[src/rtl/pause_pkg.sv]
package pause_pkg;
  localparam int ADDR_W = 48;
  localparam int TIME_W = 16;
  localparam int HDR_LEN = 18;
  localparam logic [47:0] RESERVED_DA = 48'h0180C2000001;
  localparam logic [15:0] CTRL_ETYPE = 16'h8808;
  localparam logic [15:0] PAUSE_OPC = 16'h0001;

  // Byte at position idx of the frame; positions past the header are padding.
  function automatic logic [7:0] frame_byte(input int idx,
                                            input logic [ADDR_W-1:0] sa,
                                            input logic [TIME_W-1:0] pt);
    logic [7:0] b;
    b = 8'h00;
    if (idx < 6)       b = RESERVED_DA[8*(5-idx) +: 8];
    else if (idx < 12) b = sa[8*(11-idx) +: 8];
    else if (idx < 14) b = CTRL_ETYPE[8*(13-idx) +: 8];
    else if (idx < 16) b = PAUSE_OPC[8*(15-idx) +: 8];
    else if (idx < 18) b = pt[8*(17-idx) +: 8];
    return b;
  endfunction
endpackage

[src/rtl/pause_cmd_latch.sv]
module pause_cmd_latch (
  input  logic clk,
  input  logic rst_n,
  input  logic req,
  input  logic mode_ok,
  input  logic busy,
  input  logic finish,
  output logic pending
);
  logic pending_d;

  always_comb begin
    if (busy) pending_d = pending && !finish;
    else      pending_d = (pending || req) && mode_ok;
  end

  always_ff @(posedge clk or negedge rst_n) begin
    if (!rst_n) pending <= 1'b0;
    else        pending <= pending_d;
  end
endmodule

[src/rtl/pause_frame_seq.sv]
module pause_frame_seq
  import pause_pkg::*;
#(
  parameter int FRAME_LEN = 60,
  localparam int IDX_W = $clog2(FRAME_LEN)
) (
  input  logic              clk,
  input  logic              rst_n,
  input  logic              start,
  input  logic [ADDR_W-1:0] sa_in,
  input  logic [TIME_W-1:0] pt_in,
  output logic              busy,
  output logic [IDX_W-1:0]  idx,
  output logic [ADDR_W-1:0] sa_q,
  output logic [TIME_W-1:0] pt_q,
  output logic              finish,
  output logic              done_q
);
  localparam logic [IDX_W-1:0] LAST = IDX_W'(FRAME_LEN - 1);

  assign finish = busy && (idx == LAST);

  always_ff @(posedge clk or negedge rst_n) begin
    if (!rst_n) begin
      busy   <= 1'b0;
      idx    <= '0;
      sa_q   <= '0;
      pt_q   <= '0;
      done_q <= 1'b0;
    end else begin
      done_q <= finish;
      if (start) begin
        busy <= 1'b1;
        idx  <= '0;
        sa_q <= sa_in;
        pt_q <= pt_in;
      end else if (finish) begin
        busy <= 1'b0;
        idx  <= '0;
      end else if (busy) begin
        idx <= idx + 1'b1;
      end
    end
  end
endmodule

[src/rtl/pause_frame_gen.sv]
module pause_frame_gen
  import pause_pkg::*;
#(
  parameter int FRAME_LEN = 60
) (
  input  logic              clk,
  input  logic              rst_n,
  input  logic              req_i,
  input  logic [ADDR_W-1:0] station_addr_i,
  input  logic [TIME_W-1:0] pause_time_i,
  input  logic              full_duplex_i,
  input  logic              fc_enable_i,
  input  logic              tx_idle_i,
  output logic [7:0]        byte_o,
  output logic              valid_o,
  output logic              sof_o,
  output logic              eof_o,
  output logic              done_o,
  output logic              pending_o
);
  localparam int IDX_W = $clog2(FRAME_LEN);

  logic              mode_ok_w;
  logic              start_w;
  logic              finish_w;
  logic              busy_w;
  logic              done_w;
  logic [IDX_W-1:0]  idx_w;
  logic [ADDR_W-1:0] sa_w;
  logic [TIME_W-1:0] pt_w;

  assign mode_ok_w = full_duplex_i && fc_enable_i;
  assign start_w   = pending_o && mode_ok_w && tx_idle_i && !busy_w;

  pause_cmd_latch u_latch (
    .clk     (clk),
    .rst_n   (rst_n),
    .req     (req_i),
    .mode_ok (mode_ok_w),
    .busy    (busy_w),
    .finish  (finish_w),
    .pending (pending_o)
  );

  pause_frame_seq #(.FRAME_LEN(FRAME_LEN)) u_seq (
    .clk    (clk),
    .rst_n  (rst_n),
    .start  (start_w),
    .sa_in  (station_addr_i),
    .pt_in  (pause_time_i),
    .busy   (busy_w),
    .idx    (idx_w),
    .sa_q   (sa_w),
    .pt_q   (pt_w),
    .finish (finish_w),
    .done_q (done_w)
  );

  assign valid_o = busy_w;
  assign sof_o   = busy_w && (idx_w == '0);
  assign eof_o   = finish_w;
  assign done_o  = done_w;
  assign byte_o  = busy_w ? frame_byte(int'(idx_w), sa_w, pt_w) : 8'h00;
endmodule

[config.mk]
export PLATFORM = sky130hd
export DESIGN_NAME = pause_frame_gen
export DESIGN_NICKNAME = d
export VERILOG_FILES = /design/src/rtl/pause_pkg.sv /design/src/rtl/pause_cmd_latch.sv /design/src/rtl/pause_frame_seq.sv /design/src/rtl/pause_frame_gen.sv
export SDC_FILE = /design/constraint.sdc
export NUM_CORES = 1
export LEC_CHECK = 0
export ABC_AREA = 1
export ABC_CLOCK_PERIOD_IN_PS = 4400
export BUFFER_PORTS_ARGS = -buffer_cell sky130_fd_sc_hd__buf_2
export CORE_MARGIN = 4
export CORE_UTILIZATION = 51
export DETAILED_ROUTE_END_ITERATION = 10
export GPL_TIMING_DRIVEN = 0
export PLACE_DENSITY = 0.75
export REMOVE_ABC_BUFFERS = 1
export SETUP_SLACK_MARGIN = 0.5
export SLEW_MARGIN = 20
export SYNTH_ARGS = -nofsm -noshare
export SYNTH_HDL_FRONTEND = slang
export SYNTH_SLANG_ARGS = --single-unit
export TNS_END_PERCENT = 30
[constraint.sdc]
create_clock -name clk -period 4.4 [get_ports clk]
set_input_delay 0.44 -clock clk [delete_from_list [all_inputs] [get_ports clk]]
set_output_delay 0.44 -clock clk [all_outputs]
set_load 0.005 [all_outputs]
==> Yosys cells after proc, flatten, opt, wreduce, memory -nomap -nowiden <==
Cells that the tools add are included.
{ "totals": {"ff_bits": 73, "out_inout_bits": 13, "elab_cells": 49} }
{ "classes": {"add_sub_neg": 6, "n_lt_le_gt_ge": 5, "eq_ne": 1, "shift": 5, "mux": 12, "n_reduce_logical": 14} }
{ "ops": {"columns": ["op", "count"], "rows": [
  ["two-way mux 8 bit", 6],
  ["variable part select 48 x 10 -> 8 bit", 1],
  ["variable part select 48 x 10 -> 8 bit, first input constant", 1],
  ["variable part select 16 x 10 -> 8 bit, first input constant", 2],
  ["subtractor 4 x 6 -> 7 bit, first input constant", 3],
  ["two-way mux 6 bit", 3],
  ["variable part select 16 x 10 -> 8 bit", 1],
  ["< comparator 6 x 4 -> 1 bit, second input constant", 2],
  ["< comparator 6 x 5 -> 1 bit, second input constant", 2],
  ["logical AND 1 bit", 8],
  ["subtractor 3 x 6 -> 7 bit, first input constant", 1],
  ["subtractor 5 x 6 -> 7 bit, first input constant", 1],
  ["adder 6 x 1 -> 6 bit, second input constant", 1],
  ["== test 6 bit, second input constant", 1],
  ["logical NOT 6 bit", 1],
  ["< comparator 6 x 3 -> 1 bit, second input constant", 1],
  ["two-way mux 1 bit", 3],
  ["nonzero test 3 bit", 1],
  ["logical NOT 1 bit", 2],
  ["nonzero test 2 bit", 1],
  ["logical OR 1 bit", 1]
]} }

==> Depth between registers and ports, before layout <==
Gate-level depths: netlist of run 1.
{ "depth": {"word_depth": 8, "mapped_depth": 12, "depth_no_buf": 11} }

==> Cells and area by module <==
Synthesis of run 1 repeated with hierarchy kept, for this count alone.
{ "unflattened": {"hier_cells": 557, "area_unflattened_um2": 4023.9} }
{ "modules_own_cells": {"columns": ["module", "instances", "cells_per_inst", "area_per_inst_um2", "seq_area_each_um2"], "rows": [
  ["pause_frame_seq", 1, 317, 2850.2, 1801.7],
  ["pause_frame_gen", 1, 231, 1112.3, 0.0],
  ["pause_cmd_latch", 1, 9, 61.3, 25.0]
]} }

==> Worst setup path after synthesis of run 1 <==
OpenSTA, ideal clock, no wires.
{ "synth_timing": {"path_type": "reg2out", "startpoint": "register u_seq.idx[2]", "endpoint": "output port byte_o[4]", "arrival_ns": 1.696, "required_ns": 3.960, "path_slack_ns": 2.264, "stages_incl_launch_ff": 9, "n_path_buf": 1, "path_cell_list": "dfrtp_1 > buf_2 > inv_1 > ha_1 > nand2_1 > nor2_4 > nand2_1 > or3_1 > a21oi_2"} }
{ "synth_between": {"elab_chain_cells": 8} }
{ "synth_rtl": {"columns": ["item", "line_no", "text"], "rows": [
  ["start, declared", "pause_frame_seq.sv:13", "output logic [IDX_W-1:0] idx,"],
  ["start signal, assigned", "pause_frame_seq.sv:41", "idx <= idx + 1'b1;"],
  ["subtractor 5 x 6 -> 7 bit", "pause_pkg.sv:19", "else if (idx < 18) b = pt[8*(17-idx) +: 8];"],
  ["variable part select 16 x 10 -> 8 bit", "pause_pkg.sv:19", null],
  ["two-way mux 8 bit", "pause_pkg.sv:19", null],
  ["two-way mux 8 bit", "pause_pkg.sv:18", "else if (idx < 16) b = PAUSE_OPC[8*(15-idx) +: 8];"],
  ["two-way mux 8 bit", "pause_pkg.sv:17", "else if (idx < 14) b = CTRL_ETYPE[8*(13-idx) +: 8];"],
  ["two-way mux 8 bit", "pause_pkg.sv:16", "else if (idx < 12) b = sa[8*(11-idx) +: 8];"],
  ["two-way mux 8 bit *", "pause_pkg.sv:15", "if (idx < 6) b = RESERVED_DA[8*(5-idx) +: 8];"],
  ["two-way mux 8 bit *", "pause_frame_gen.sv:63", "assign byte_o = busy_w ? frame_byte(int'(idx_w), sa_w, pt_w) : 8'h00;"],
  ["end, declared", "pause_frame_gen.sv:14", "output logic [7:0] byte_o,"]
]} }
Mark *: on every way between the ends. The rest lies on a longest branch, timed or not.

==> Final worst setup path of run 1 <==
{ "layout_timing": {"startpoint": "register u_seq.idx[0]", "endpoint": "output port byte_o[1]"} }
Same word-level chain as after synthesis.

==> results of run 1 <==
[area by class of cell]
class                   count  area [µm²]
clock buffers              11         151
clock inverters             5        53.8
fillers                   668        2780
inverters                  26         105
multi-input cells         414        1840
flip-flops and latches     73        1830
well taps                  99         124
repair buffers             84         450
[timing repair]
item,CTS,global route
endpoints found under the hold margin,21,0
hold buffers,1,0
setup endpoints to repair,0,0
[per-layer routing]
layer	up-vias	track usage	part of all wire
met3	11	0.0339	0.072
li1	1797	-	-
met5	-	0	0
met4	0	0.0711	0.011
met1	1649	0.289	0.45
met2	129	0.346	0.47
[registers in the layout, indices dropped and copies added, names as in the netlist]
| register | flops |
|---|---|
| u_latch.pending | 1 |
| u_seq.done_q | 1 |
| u_seq.pt_q | 16 |
| u_seq.sa_q | 48 |
| u_seq.idx | 6 |
| u_seq.busy | 1 |
[through the flow]
stage	util	cells
2_1_floorplan	-	513
3_3_place_gp	0.586	694
3_5_place_dp	0.592	695
4_1_cts	0.621	712
5_1_grt	0.621	712
6_report	0.621	712
[critical path, stage by stage, from the launching register on]
cell and delay, ns:
sky130_fd_sc_hd__dfrtp_1 1.00, sky130_fd_sc_hd__inv_2 0.50, sky130_fd_sc_hd__nor2_1 0.19, sky130_fd_sc_hd__nor2_1 0.05, sky130_fd_sc_hd__o21ai_0 0.07, sky130_fd_sc_hd__nand2_1 0.09, sky130_fd_sc_hd__o21ai_2 0.17, sky130_fd_sc_hd__nand2_1 0.08
sky130_fd_sc_hd__nand2_1 0.06, sky130_fd_sc_hd__inv_1 0.04, sky130_fd_sc_hd__buf_2 0.12
[report_power, final]
part | total, mW | switching, mW | internal (mW)
combinational | 0.0465 | 0.0219 | 0.0245
sequential | 0.670 | 0 | 0.670
clock | 0.546 | 0.254 | 0.291
[cells in the final DEF, fill, tap and decap left out, drive strengths merged, types with 9 or more instances in the layout]
cell / instances
nand3: 18
ha: 9
nor2: 35
buf: 83
nand2: 293
inv: 26
dfrtp: 73
a21oi: 16
o21ai: 24
clkbuf: 11
[kinds of logic (layout without fill, tap and decap cells)]
| kind of cell | count (synthesis) | in the layout |
|---|---|---|
| multiplexers | 1 | 1 |
| XOR/XNOR | 1 | 1 |
| adder cells (fa/ha/maj) | 9 | 9 |
| AND/OR/NAND/NOR | 361 | 361 |
| AO/OA/AOI/OAI | 42 | 42 |
| buffers and inverters | 50 | 126 |
| flip-flops | 73 | 73 |
[worst paths after layout]
kind | start | endpoint | slack, ns | cells past startpoint
max | u_seq.idx[0] | byte_o[1] | 1.23 | 10
min | station_addr_i[20] | u_seq.sa_q[20] | 0.28 | 3
max reg2reg | u_seq.busy | u_seq.pt_q[2] | 1.45 | 5
min reg2reg | u_seq.sa_q[4] | u_seq.sa_q[4] | 0.48 | 2
max in group asynchronous | rst_n | u_seq.sa_q[31] | 3.31 | 3
min in group asynchronous | rst_n | u_seq.sa_q[16] | 0.53 | 2
==> results.txt, run 1 <==
The flow ran to the end, and the final reports show no timing, DRC or antenna violations. Once placement finished, the instance area stood at ~4300 µm². Max-cap violations in this run came to 0.

Setup repair after global routing left no endpoint under its margin. The final sum of negative setup slack is 0 ns. The post-route minimum period came out at roughly 3.2 ns. In the synthesized netlist the async set-or-reset flop fraction comes to 1.00.

The average wire per cell in the routed design came out at between 10 and 15 µm. After synthesis, the cell types taking the most area are sky130_fd_sc_hd__dfrtp_1 (47%), sky130_fd_sc_hd__nand2_1 (28%), sky130_fd_sc_hd__ha_1 (2.9%), sky130_fd_sc_hd__nor2_1 (2.9%), sky130_fd_sc_hd__o21ai_0 (2.4%). STA classifies the critical path endpoint as an output port. TritonCTS built the clock tree. The flip-flop cell with the highest count after synthesis is sky130_fd_sc_hd__dfrtp_1. The initial antenna violation count is 0. The post-route cell area came out at about 4600 µm². Across every metal layer, demand over resource in global routing totals 0.213. The count of flip-flops with a built-in enable after synthesis came out at 0. The dominant combinational cell family by area after synthesis is simple AND/OR/NAND/NOR gates.

The XOR/XNOR share of the synthesized area is 0.00224. The number of input and output port buffers inserted came out at between 80 and 90. The detailed-router iteration count before antenna repair is 7.

The pin slew with the least headroom to its limit came out at slightly below 1 ns. The via count of the first global-routing pass came out at approximately 3,300. The worst setup skew after layout is between 0.006 and 0.007 ns. The count of vias placed by the detailed router came out at between 3,000 and 4,000. The largest vdd supply drop came out at approximately 140 µV.

The maximum number of pins on one net before global-route repair is 68. The floorplan has 31 rows. Yosys mapped the design onto 30 distinct sky130hd cell types. Of the total synthesized cell area, the portion taken by AND, OR, NAND and NOR gates is 0.375. After technology mapping, the gate count stands at approximately 540. The H-tree was split into 3 levels. The post-layout worst setup margin came out at roughly 1.2 ns. The placeable core region is approximately 7300 µm². The final count of hold timing violations is 0. The setup path with the least slack is of type reg -> out. The routed wire length came out at 9390 µm. The HPWL reported at the end of detailed placement is 6380 µm. The arrival time at the worst endpoint is 2.73 ns.

In this run the count of I/O pins placed on the die edge is between 80 and 90. The routed via count divided by cell count came out at roughly 5. The min-delay analysis places its worst path in the category in -> reg. Data on the critical path is required at its endpoint by around 4 ns. By count the netlist is led by sky130_fd_sc_hd__nand2_1 (291), sky130_fd_sc_hd__dfrtp_1 (73), sky130_fd_sc_hd__nor2_1 (30), sky130_fd_sc_hd__inv_1 (22), sky130_fd_sc_hd__o21ai_0 (19). The clock-pin slew reported for the worst setup and hold paths after clock tree synthesis is roughly 0.08 ns.

The first global-routing pass estimated 15,200 µm of wire. The mux contribution to synthesized area came out at 0.00256. The iteration-0 DRC count of the detailed router came out at ~180. For this configuration, the core starts out at a cell density of 0.533.

The number of gates given a new drive strength after cts is 0. Of all nets on the critical path, the largest fanout is 33. The number of buffers inserted to repair setup after CTS came out at 0. The clock passes through at most 2 buffers. The routability congestion estimate from global placement came out at 0.856. The cell leakage power came out at ~2.7 nW.

The post-synthesis average cell area is about 7.3 µm². The worst relative slew slack came out at 0.337. The proportion of synthesized chip area in sequential cells came out at 0.467. The root buffer cell chosen for the clock tree is sky130_fd_sc_hd__clkbuf_8.

The area growth from synthesis to final layout came out at 16.6%. The share of layout cells above drive strength 1 is 0.194. The remaining number of nets flagged by the antenna check after routing came out at 0. In the finished design, the share of the clock period the worst path needs comes to 0.721. The worst setup path is launched from a register. The compound-cell area share of the yosys netlist was 0.0599. The share of synthesized area in the top cell type comes to 0.467. The post-synthesis sequential element count is 73. Summed over all instances, the cell type with the most area after synthesis is sky130_fd_sc_hd__dfrtp_1.

In this run the cell area of the synthesized design comes to just under 4000 µm². For this design the ratio of total power to cell area is between 200 and 300 nW/µm². The number of pins exceeding their max-slew limit in the final report was 0. The later-pin clock latency in the skew report is approximately 0.34 ns. Timing would allow up to 0.315 GHz. The overall die height is approximately 96 µm.

Prior to clock tree synthesis, the placed netlist has a worst setup slack of roughly 1.4 ns. The horizontal die dimension is approximately 96 µm. The number of diodes came out at 0. The total power consumption of the routed design is ~1.3 mW. After the last flow step, the layout net total stands at 687. Setup violations remaining at the end of the flow were counted as 0.

sky130_fd_sc_hd__nand2_1 is the most common cell in the netlist. The final global-route overflow total came out at 0. The number of sinks handled by clock tree synthesis is 73.

The total clock buffers created by CTS is 9. The residual DRC count came out at 0. The count of warnings emitted by yosys is 0. The area enclosed by the die boundary came out at between 9000 and 10,000 µm². Of the total synthesized cell area, the portion taken by full adders, half adders and majority gates is 0.0288. The tightest hold path in the finished design has a slack of around 0.28 ns.
Note: power is estimated with default switching activity, not from simulation.
==> run 2, diff against run 1 <==
--- a/config.mk
+++ b/config.mk
@@ -6,7 +6,7 @@
 export NUM_CORES = 1
 export LEC_CHECK = 0
 export ABC_AREA = 1
-export ABC_CLOCK_PERIOD_IN_PS = 4400
+export ABC_CLOCK_PERIOD_IN_PS = 3000
 export BUFFER_PORTS_ARGS = -buffer_cell sky130_fd_sc_hd__buf_2
 export CORE_MARGIN = 4
 export CORE_UTILIZATION = 51
==> constraint.sdc (replaced) <==
create_clock -name clk -period 3 [get_ports clk]
set_input_delay 0.3 -clock clk [delete_from_list [all_inputs] [get_ports clk]]
set_output_delay 0.3 -clock clk [all_outputs]
set_load 0.005 [all_outputs]
==> results.txt, run 2 (synthesis results as in run 1) <==
The detailed-router iteration count before antenna repair is 5 (-2). The final net count is 691 (+0.58%). The number of inserted filler cells in the final layout came out at 665 (-0.45%). The maximum clock frequency is slightly above 0.4 GHz. The number of diodes is 0 (unchanged). The flow ran to the end, and the final reports show no timing, DRC or antenna violations. The power density over the cells came out at 402 nW/µm² (+45%).

The final sum of negative setup slack was 0 ns (unchanged). The final global-route overflow total is 0 (unchanged). The final count of hold timing violations came to 0 (unchanged). The post-placement setup slack came to 0.0336 ns (-1.35 ns).

The pin slew with the least headroom to its limit is 0.733 ns (-0.262 ns). The wire length of the first global-routing pass was 15,300 µm (+1.1%). The buffer depth of the longest clock path is 2 (unchanged). The termination of the worst setup path is byte_o[6]. The power share of the combinational group is 0.037 (about the same). The depth of the worst register-to-register path is 5 (unchanged). The type of the worst setup path is reg -> out. The number of pins exceeding their max-slew limit in the final report came out at 0 (unchanged). The number of sinks handled by clock tree synthesis came out at 73 (unchanged). The share of layout cells above drive strength 1 came out at 0.212 (+0.0182). The clock network power share was 0.434 (+0.002). The routed wire length is 9880 µm (+5.3%).

TritonCTS built the clock tree. Grouping stages by cell kind, the critical path spends the most delay in simple AND/OR/NAND/NOR gates. The cell row count came out at 31 (unchanged).

The effective utilization at floorplan is 0.533 (unchanged). The flip-flop count of the largest register, all copies and words added came out at 48 (unchanged). The largest registers in the layout are u_seq.sa_q (48), u_seq.pt_q (16), u_seq.idx (6). The number of failing setup endpoints in the final timing report is 0 (unchanged). The worst setup skew after layout is 0.00842 ns (+0.00159 ns). The sequential power share came to 0.529 (-0.002).

Walking the worst path, the cells encountered are buf_4 > ha_1 > nand2_1 > nand2_1 > nand2_1 > nand4_1 > o21ai_0 > nand2_1 > inv_1 > buf_2. The clock-pin slew reported for the worst setup and hold paths after clock tree synthesis came to 0.08 ns (about the same). The overall die height came out at 95.5 µm (unchanged). In this run the worst hold path is classified as in -> reg. The internal power contribution came to 1.45 mW (+47%).

The routability congestion estimate from global placement came out at 0.856 (unchanged). From synthesis to final layout, the design area changed by 18.3%. The routed via count divided by cell count is 5.04 (+0.11%). The count of vias placed by the detailed router came out at 3,610 (+0.67%). The overall track demand over capacity in global routing is 0.215 (+0.00264).

The via count of the first global-routing pass came to 3,322 (+0.030%). The element type at the critical path end is an output port. The total buffers and inverters traversed by the critical path is 3 (unchanged). The max-capacitance violation count is 0 (unchanged). The register-to-register setup slack was 0.82 ns (-0.63 ns).

Tracing the worst setup path back leads to its startpoint at u_seq.idx[2]. The launching point of the worst reg2reg path is u_seq.busy. The worst relative slew slack is 0.511 (+0.174).

The total clock buffers created by CTS is 9 (unchanged). The initial antenna violation count was 0 (unchanged). The CTS H-tree depth was 3 (unchanged). Leaving out fill and tap cells, the most frequent cell in the layout is sky130_fd_sc_hd__nand2_1. The largest driver fanout on the critical path was 8 (-76%).

The register with the most flip-flops in the final layout is u_seq.sa_q. The largest vdd supply drop is 209 µV (+47%). The cell leakage power is 2.70 nW (+0.59%). The remaining number of nets flagged by the antenna check after routing was 0 (unchanged).

Setup repair after global routing could not meet its margin everywhere. The slowest stage cell on the critical path is sky130_fd_sc_hd__dfrtp_2. The highest cell delay on the worst timing path came to 0.47 ns (-0.53 ns). The post-layout worst setup margin was 0.521 ns (-0.706 ns).

The most frequent cell on the critical path is sky130_fd_sc_hd__nand2_1. The area enclosed by the die boundary came out at 9130 µm² (unchanged). The HPWL reported at the end of detailed placement was 6380 µm (unchanged).

The sequential standard cell area was 1830 µm² (+0.34%). The later-pin clock latency in the skew report came out at 0.35 ns (about the same). The residual DRC count came to 0 (unchanged). The footprint of the multi-input gates is 1870 µm² (+1.6%).

The top-level I/O count is 83 (unchanged). The CTS root buffer is sky130_fd_sc_hd__clkbuf_8. The arrival time at the worst endpoint came out at 2.18 ns (-0.55 ns). The required time reported for the critical path endpoint is 2.70 ns (-1.26 ns). The post-route minimum period is approximately 2.5 ns. The utilization of the core after routing is 0.631 (+0.00939).

The share of total power consumed by net switching is 0.222 (+0.00300). The iteration-0 DRC count of the detailed router came out at 219 (+19%). Leaving out fill and tap cells, the most frequent cells in the layout are sky130_fd_sc_hd__nand2_1 (290), sky130_fd_sc_hd__buf_2 (81), sky130_fd_sc_hd__dfrtp_1 (70), sky130_fd_sc_hd__nor2_1 (30), sky130_fd_sc_hd__inv_1 (20). The placeable core region came out at 7330 µm² (unchanged).

The maximum number of pins on one net before global-route repair came to 68 (unchanged). The average wire per cell in the routed design came out at 13.8 µm (+4.7%). The net switching power of the design is 412 µW (+49%). The critical register-to-register path endpoint is u_seq.pt_q[2]. The number of logic stages on the critical path including buffering came to 10 (unchanged).

The ratio of final minimum period to clock period is 0.826. STA classifies the critical path startpoint as a register. The horizontal die dimension was 95.5 µm (unchanged). The number of input and output port buffers inserted came out at 82 (unchanged).
-- run 2: cell types whose count changed in the layout (fill, tap and decap cells not counted), moves of 2 or more --
cell	before	now
sky130_fd_sc_hd__dfrtp_2	0	2
sky130_fd_sc_hd__buf_4	1	4
sky130_fd_sc_hd__dfrtp_1	73	70
sky130_fd_sc_hd__inv_1	22	20
-- run 2: power groups by stage --
stage / logic [mW] / clock network [mW] / registers [mW]
after global routing: 0.0788 / 0.853 / 0.983
after detailed placement: 0.0687 / 0 / 1.00
final: 0.0691 / 0.806 / 0.983
after global placement: 0.0617 / 0 / 1.00
after floorplan: 0.000509 / 0 / 1.00
after CTS: 0.0698 / 0.811 / 0.983
-- run 2: area by class of cell --
| type | instances | area share |
|---|---|---|
| flip-flops and latches | 73 | 0.396 |
| well taps | 99 | 0.0268 |
| repair buffers | 87 | 0.102 |
| clock inverters | 5 | 0.0116 |
| clock buffers | 11 | 0.0327 |
| multi-input cells | 415 | 0.405 |
| inverters | 26 | 0.0249 |
-- run 2: worst min-delay path: cells and delay by family --
| family | cells | cell delay (ns) |
|---|---|---|
| and+or+nand+nor | 2 | 0.08 |
| buffers and inverters | 1 | 0.07 |
-- run 2: metal layers --
metal  up-vias  GRT usage  wire length, µm
li1       1811          -                -
met1      1652      0.292             4440
met2       125      0.351             4590
met3        22     0.0355              682
met4         0     0.0687              166
met5         -          0                0
-- run 2: worst min path at each step --
| stage | startpoint | endpoint | slack (ns) | cells past startpoint |
|---|---|---|---|---|
| 2_1_floorplan | rst_n | u_latch.pending | 0.004 | 0 |
| 3_3_place_gp | u_seq.sa_q[38] | u_seq.sa_q[38] | 0.46 | 2 |
| 3_5_place_dp | rst_n | u_seq.sa_q[16] | 0.22 | 1 |
| 4_1_cts | pause_time_i[3] | u_seq.pt_q[3] | 0.13 | 3 |
| 5_1_grt | pause_time_i[3] | u_seq.pt_q[3] | 0.14 | 3 |
| 6_report | pause_time_i[7] | u_seq.pt_q[7] | 0.14 | 3 |
-- run 2: stage by stage --
stage | power (mW) | hold slack (ns) | std cells | cell area (µm²)
floorplan | 1.00 | 0.00441 | 513 | 3760
global placement | 1.06 | 0.457 | 694 | 4300
detailed placement | 1.07 | 0.220 | 695 | 4340
CTS | 1.86 | 0.133 | 715 | 4610
global route | 1.91 | 0.141 | 716 | 4620
finish | 1.86 | 0.139 | 716 | 4620
-- run 2: timing repair --
action                                  in CTS  in global routing
pin swaps                                    1                  1
hold endpoints to repair                    21                  0
setup buffers                                3                  0
cloned                                       0                  1
endpoints found under the setup margin      75                 70
hold buffers                                 1                  0
resized for setup                           12                  1
==> run 3, diff against run 2 <==
--- a/config.mk
+++ b/config.mk
@@ -5,14 +5,14 @@
 export SDC_FILE = /design/constraint.sdc
 export NUM_CORES = 1
 export LEC_CHECK = 0
-export ABC_AREA = 1
-export ABC_CLOCK_PERIOD_IN_PS = 3000
+export ABC_AREA = 0
+export ABC_CLOCK_PERIOD_IN_PS = 2450
 export BUFFER_PORTS_ARGS = -buffer_cell sky130_fd_sc_hd__buf_2
 export CORE_MARGIN = 4
 export CORE_UTILIZATION = 51
 export DETAILED_ROUTE_END_ITERATION = 10
 export GPL_TIMING_DRIVEN = 0
-export PLACE_DENSITY = 0.75
+export PLACE_DENSITY = 0.76
 export REMOVE_ABC_BUFFERS = 1
 export SETUP_SLACK_MARGIN = 0.5
 export SLEW_MARGIN = 20
==> constraint.sdc (replaced) <==
create_clock -name clk -period 2.45 [get_ports clk]
set_input_delay 0.245 -clock clk [delete_from_list [all_inputs] [get_ports clk]]
set_output_delay 0.245 -clock clk [all_outputs]
set_load 0.005 [all_outputs]
==> results.txt, run 3 <==
The via count of the first global-routing pass was 2,903 (-13%). The number of inserted filler cells in the final layout came out at 479 (-28%). The detailed-router iteration count before antenna repair came to 4 (-1). The routability congestion estimate from global placement came out at 0.823 (-4.0%). The maximum number of pins on one net before global-route repair came out at 42 (-38%). The worst hold path begins at station_addr_i[36]. The area enclosed by the die boundary is 8780 µm² (-3.8%). sky130_fd_sc_hd__dfrtp_1 takes more of the synthesized area than any other cell. The overall track demand over capacity in global routing is 0.212 (-0.00302). The area fraction in and, or, nand and nor cells after synthesis came to 0.0725 (-0.302). Setup repair after global routing could not meet its margin everywhere. The element type at the critical path end is an output port.

The largest register by flop count is u_seq.sa_q. The proportion of synthesized chip area in sequential cells came out at 0.488 (+0.0203). The overall die height is 93.7 µm (-1.9%). The top-level I/O count came to 83 (unchanged). The count of vias placed by the detailed router is 2,794 (-23%). The largest registers in the layout are u_seq.sa_q (48), u_seq.pt_q (16), u_seq.idx (6). The cell row count came out at 30 (-3.2%). The footprint of the multi-input gates is 1950 µm² (+4.2%). The final reports fail on negative setup slack. The largest vdd supply drop came out at 328 µV (+57%). The number of input and output port buffers inserted came to 82 (unchanged). The post-route minimum period came out at roughly 2.5 ns. The final global-route overflow total is 0 (unchanged). The global-route met1 utilization came out at 0.281 (-0.0105). The most congested layer reported by global routing is met2. The flow ran to the end, but the final reports show violations.

The met3 routing resource usage after global routing is 0.0321 (-0.00347). The most frequent standard cell in the layout excluding fill and tap cells is sky130_fd_sc_hd__buf_2. The worst relative slew slack is 0.719 (+0.208). The residual DRC count is 0 (unchanged).

The number of failing setup endpoints in the final timing report is 7 (+7). The max-capacitance violation count came out at 0 (unchanged). The XOR/XNOR share of the synthesized area came out at 0.0164 (+0.0141). The number of pins exceeding their max-slew limit in the final report is 0 (unchanged). The worst setup skew after layout came out at 0.00521 ns (-0.00321 ns).

The count of flip-flops with a built-in enable after synthesis is 0 (unchanged). Tracing the worst setup path back leads to its startpoint at u_seq.idx[2]. TritonCTS built the clock tree. The worst hold path belongs to the class in -> reg. The flip-flop cell with the highest count after synthesis is sky130_fd_sc_hd__dfrtp_1. The required time reported for the critical path endpoint is 2.20 ns (-0.50 ns). The placeable core region is 6940 µm² (-5.3%).

The power density over the cells came out at 443 nW/µm² (+10%). The cell leakage power came out at 2.42 nW (-10%). The worst setup path is launched from a register. The wire length of the first global-routing pass is 14,100 µm (-7.9%). The hold path depth came out at 2 (-1). The pin slew with the least headroom to its limit came out at 0.422 ns (-0.311 ns).

The post-layout worst setup margin came to -0.0904 ns (-0.611 ns). The area growth from synthesis to final layout came out at 31.9%. The initial antenna violation count came out at 0 (unchanged). The CTS H-tree depth came to 3 (unchanged). The final count of hold timing violations is 0 (unchanged).

The arrival time at the worst endpoint was 2.30 ns (+0.12 ns). The number of diodes came out at 0 (unchanged). The sequential standard cell area is 1840 µm² (+0.48%).

The routed wire length is 9010 µm (-8.9%). After synthesis, the most frequently instantiated cells are sky130_fd_sc_hd__mux2_2 (80), sky130_fd_sc_hd__dfrtp_1 (73), sky130_fd_sc_hd__nor2_1 (13), sky130_fd_sc_hd__a221oi_1 (12). The horizontal die dimension was 93.7 µm (-1.9%). The count of warnings emitted by yosys came out at 0 (unchanged). The post-synthesis sequential element count is 73 (unchanged). The routed via count divided by cell count is 5.49 (+8.9%). The final-layout worst hold slack came to 0.121 ns (-0.0177 ns). In the post-synthesis netlist, the cell with the most instances is sky130_fd_sc_hd__mux2_2. The ratio of final minimum period to clock period is 1.04. The area share of the largest cell type after synthesis came out at 0.488 (+0.0203). The HPWL reported at the end of detailed placement is 5890 µm (-7.7%). The final net count came out at 488 (-29%). The flip-flop count of the largest register, all copies and words added came out at 48 (unchanged). The count of unique library cells instantiated by Yosys was 42 (+40%). The count of mapped cells out of synthesis came out at 294 (-45%). By area, the combinational part of the netlist is dominated by multiplexers. The remaining number of nets flagged by the antenna check after routing is 0 (unchanged). The average wire per cell in the routed design is 17.7 µm (+28%). The buffer depth of the longest clock path came to 2 (unchanged).

The total clock buffers created by CTS is 9 (unchanged). The effective utilization at floorplan is 0.539 (+0.00625). Static timing analysis puts the maximum clock frequency at 0.394 GHz. The top cell types in the final layout, fill and taps aside, are sky130_fd_sc_hd__buf_2 (81), sky130_fd_sc_hd__mux2_2 (80), sky130_fd_sc_hd__dfrtp_1 (67), sky130_fd_sc_hd__buf_4 (28), sky130_fd_sc_hd__nor2_1 (12). The share of flip-flops with an asynchronous set or reset after synthesis came out at 1.00 (unchanged). The share of layout cells above drive strength 1 is 0.639 (+0.427). The area share of fa/ha/maj cells after synthesis is 0.0301 (+0.00125).

The final sum of negative setup slack is -0.288 ns (-0.288 ns). Clock tree synthesis selected as its root buffer the cell sky130_fd_sc_hd__clkbuf_8. The mux contribution to synthesized area came out at 0.271 (+0.268). The iteration-0 DRC count of the detailed router is 159 (-27%).

In the post-synthesis netlist, the biggest area contributors are sky130_fd_sc_hd__dfrtp_1 (49%), sky130_fd_sc_hd__mux2_2 (24%), sky130_fd_sc_hd__ha_1 (3.0%), sky130_fd_sc_hd__a221oi_1 (2.8%), sky130_fd_sc_hd__mux2i_1 (2.4%). The post-synthesis cell area came out at 3740 µm² (-4.2%). The later-pin clock latency in the skew report came out at 0.35 ns (about the same). The number of sinks handled by clock tree synthesis came to 73 (unchanged). The depth of the worst register-to-register path came to 10 (+5). The post-synthesis average cell area came to 12.7 µm² (+75%).

The utilization of the core after routing is 0.712 (+0.0809). The critical path is of the reg -> out type. The clock-pin slew reported for the worst setup and hold paths after clock tree synthesis came out at 0.07 ns (about the same).

The startpoint identified for the worst register-to-register timing path is u_seq.idx[1]. The compound-cell area share of the yosys netlist is 0.0812 (+0.0213). The largest driver fanout on the critical path is 4 (-4).

The met2 track utilization from global routing came out at 0.339 (-0.0120).
[run 3: cell count changes in the layout (fill, tap and decap cells not counted), moves of 6 or more]
cell,delta
sky130_fd_sc_hd__nand2_1,-281
sky130_fd_sc_hd__mux2_2,+80
sky130_fd_sc_hd__a221oi_2,+6
sky130_fd_sc_hd__buf_6,+8
sky130_fd_sc_hd__a221oi_1,+6
sky130_fd_sc_hd__nand3_1,-11
sky130_fd_sc_hd__a21oi_1,-10
sky130_fd_sc_hd__inv_1,-20
sky130_fd_sc_hd__buf_4,+24
sky130_fd_sc_hd__nor2_1,-18
sky130_fd_sc_hd__mux2i_1,+8
sky130_fd_sc_hd__o21ai_0,-15
[run 3: area by class of cell]
cell class / instances / share of cell area
Timing Repair Buffer: 123 / 0.164
Tap cell: 96 / 0.0243
Clock buffer: 9 / 0.0251
Inverter: 6 / 0.00658
Multi-Input combinational cell: 196 / 0.395
Sequential cell: 73 / 0.373
Clock inverter: 6 / 0.0122
[run 3: timing repair]
action	4_1_cts	5_1_grt
endpoints found under the setup margin	78	30
pin swaps	14	11
hold buffers	1	0
resized for setup	42	24
endpoints found under the hold margin	32	0
setup buffers	25	8
[run 3: critical path: stages (launching register included)]
cell	delay, ns
sky130_fd_sc_hd__dfrtp_4	0.54
sky130_fd_sc_hd__ha_4	0.18
sky130_fd_sc_hd__or3_4	0.34
sky130_fd_sc_hd__nor3b_4	0.22
sky130_fd_sc_hd__nand2_2	0.10
sky130_fd_sc_hd__or3_1	0.32
sky130_fd_sc_hd__o31ai_2	0.08
sky130_fd_sc_hd__buf_2	0.15
[run 3: power by group]
group / total, mW / internal [mW] / switching [mW]
sequential: 1.20 / 1.20 / 0
clock: 0.899 / 0.458 / 0.441
combinational: 0.0847 / 0.0439 / 0.0408
total: 2.19 / 1.71 / 0.481
[run 3: metal layers]
| metal | up-vias | part of all wire |
|---|---|---|
| li1 | 1309 | - |
| met1 | 1363 | 0.42 |
| met2 | 102 | 0.49 |
| met3 | 20 | 0.063 |
| met4 | 0 | 0.027 |
| met5 | - | 0 |
[run 3: cell families after synthesis]
kind of cell	count (synthesis)
fa+ha+maj	9
simple gates	51
xor+xnor	7
flops	73
mux	90
compound gates	39
buf+inv	25
[run 3: final timing paths]
kind	endpoint	slack, ns
setup / recovery	byte_o[4]	-0.09
hold reg to reg	u_seq.sa_q[8]	0.50
hold / removal	u_seq.sa_q[36]	0.12
setup reg to reg	u_seq.idx[0]	0.59
min in group asynchronous	u_seq.sa_q[45]	0.37
max in group asynchronous	u_seq.idx[0]	1.51
[run 3: through the flow]
step           total power [mW]  std cells  worst slack, ns  instance area [µm²]
4_1_cts                    2.20        501           -0.135                 4790
5_1_grt                    2.27        509           -0.159                 4940
3_3_place_gp               1.31        453            -5.43                 4140
3_5_place_dp               1.31        460           -0.720                 4220
6_report                   2.19        509          -0.0904                 4940
2_1_floorplan              1.23        275            -3.33                 3610
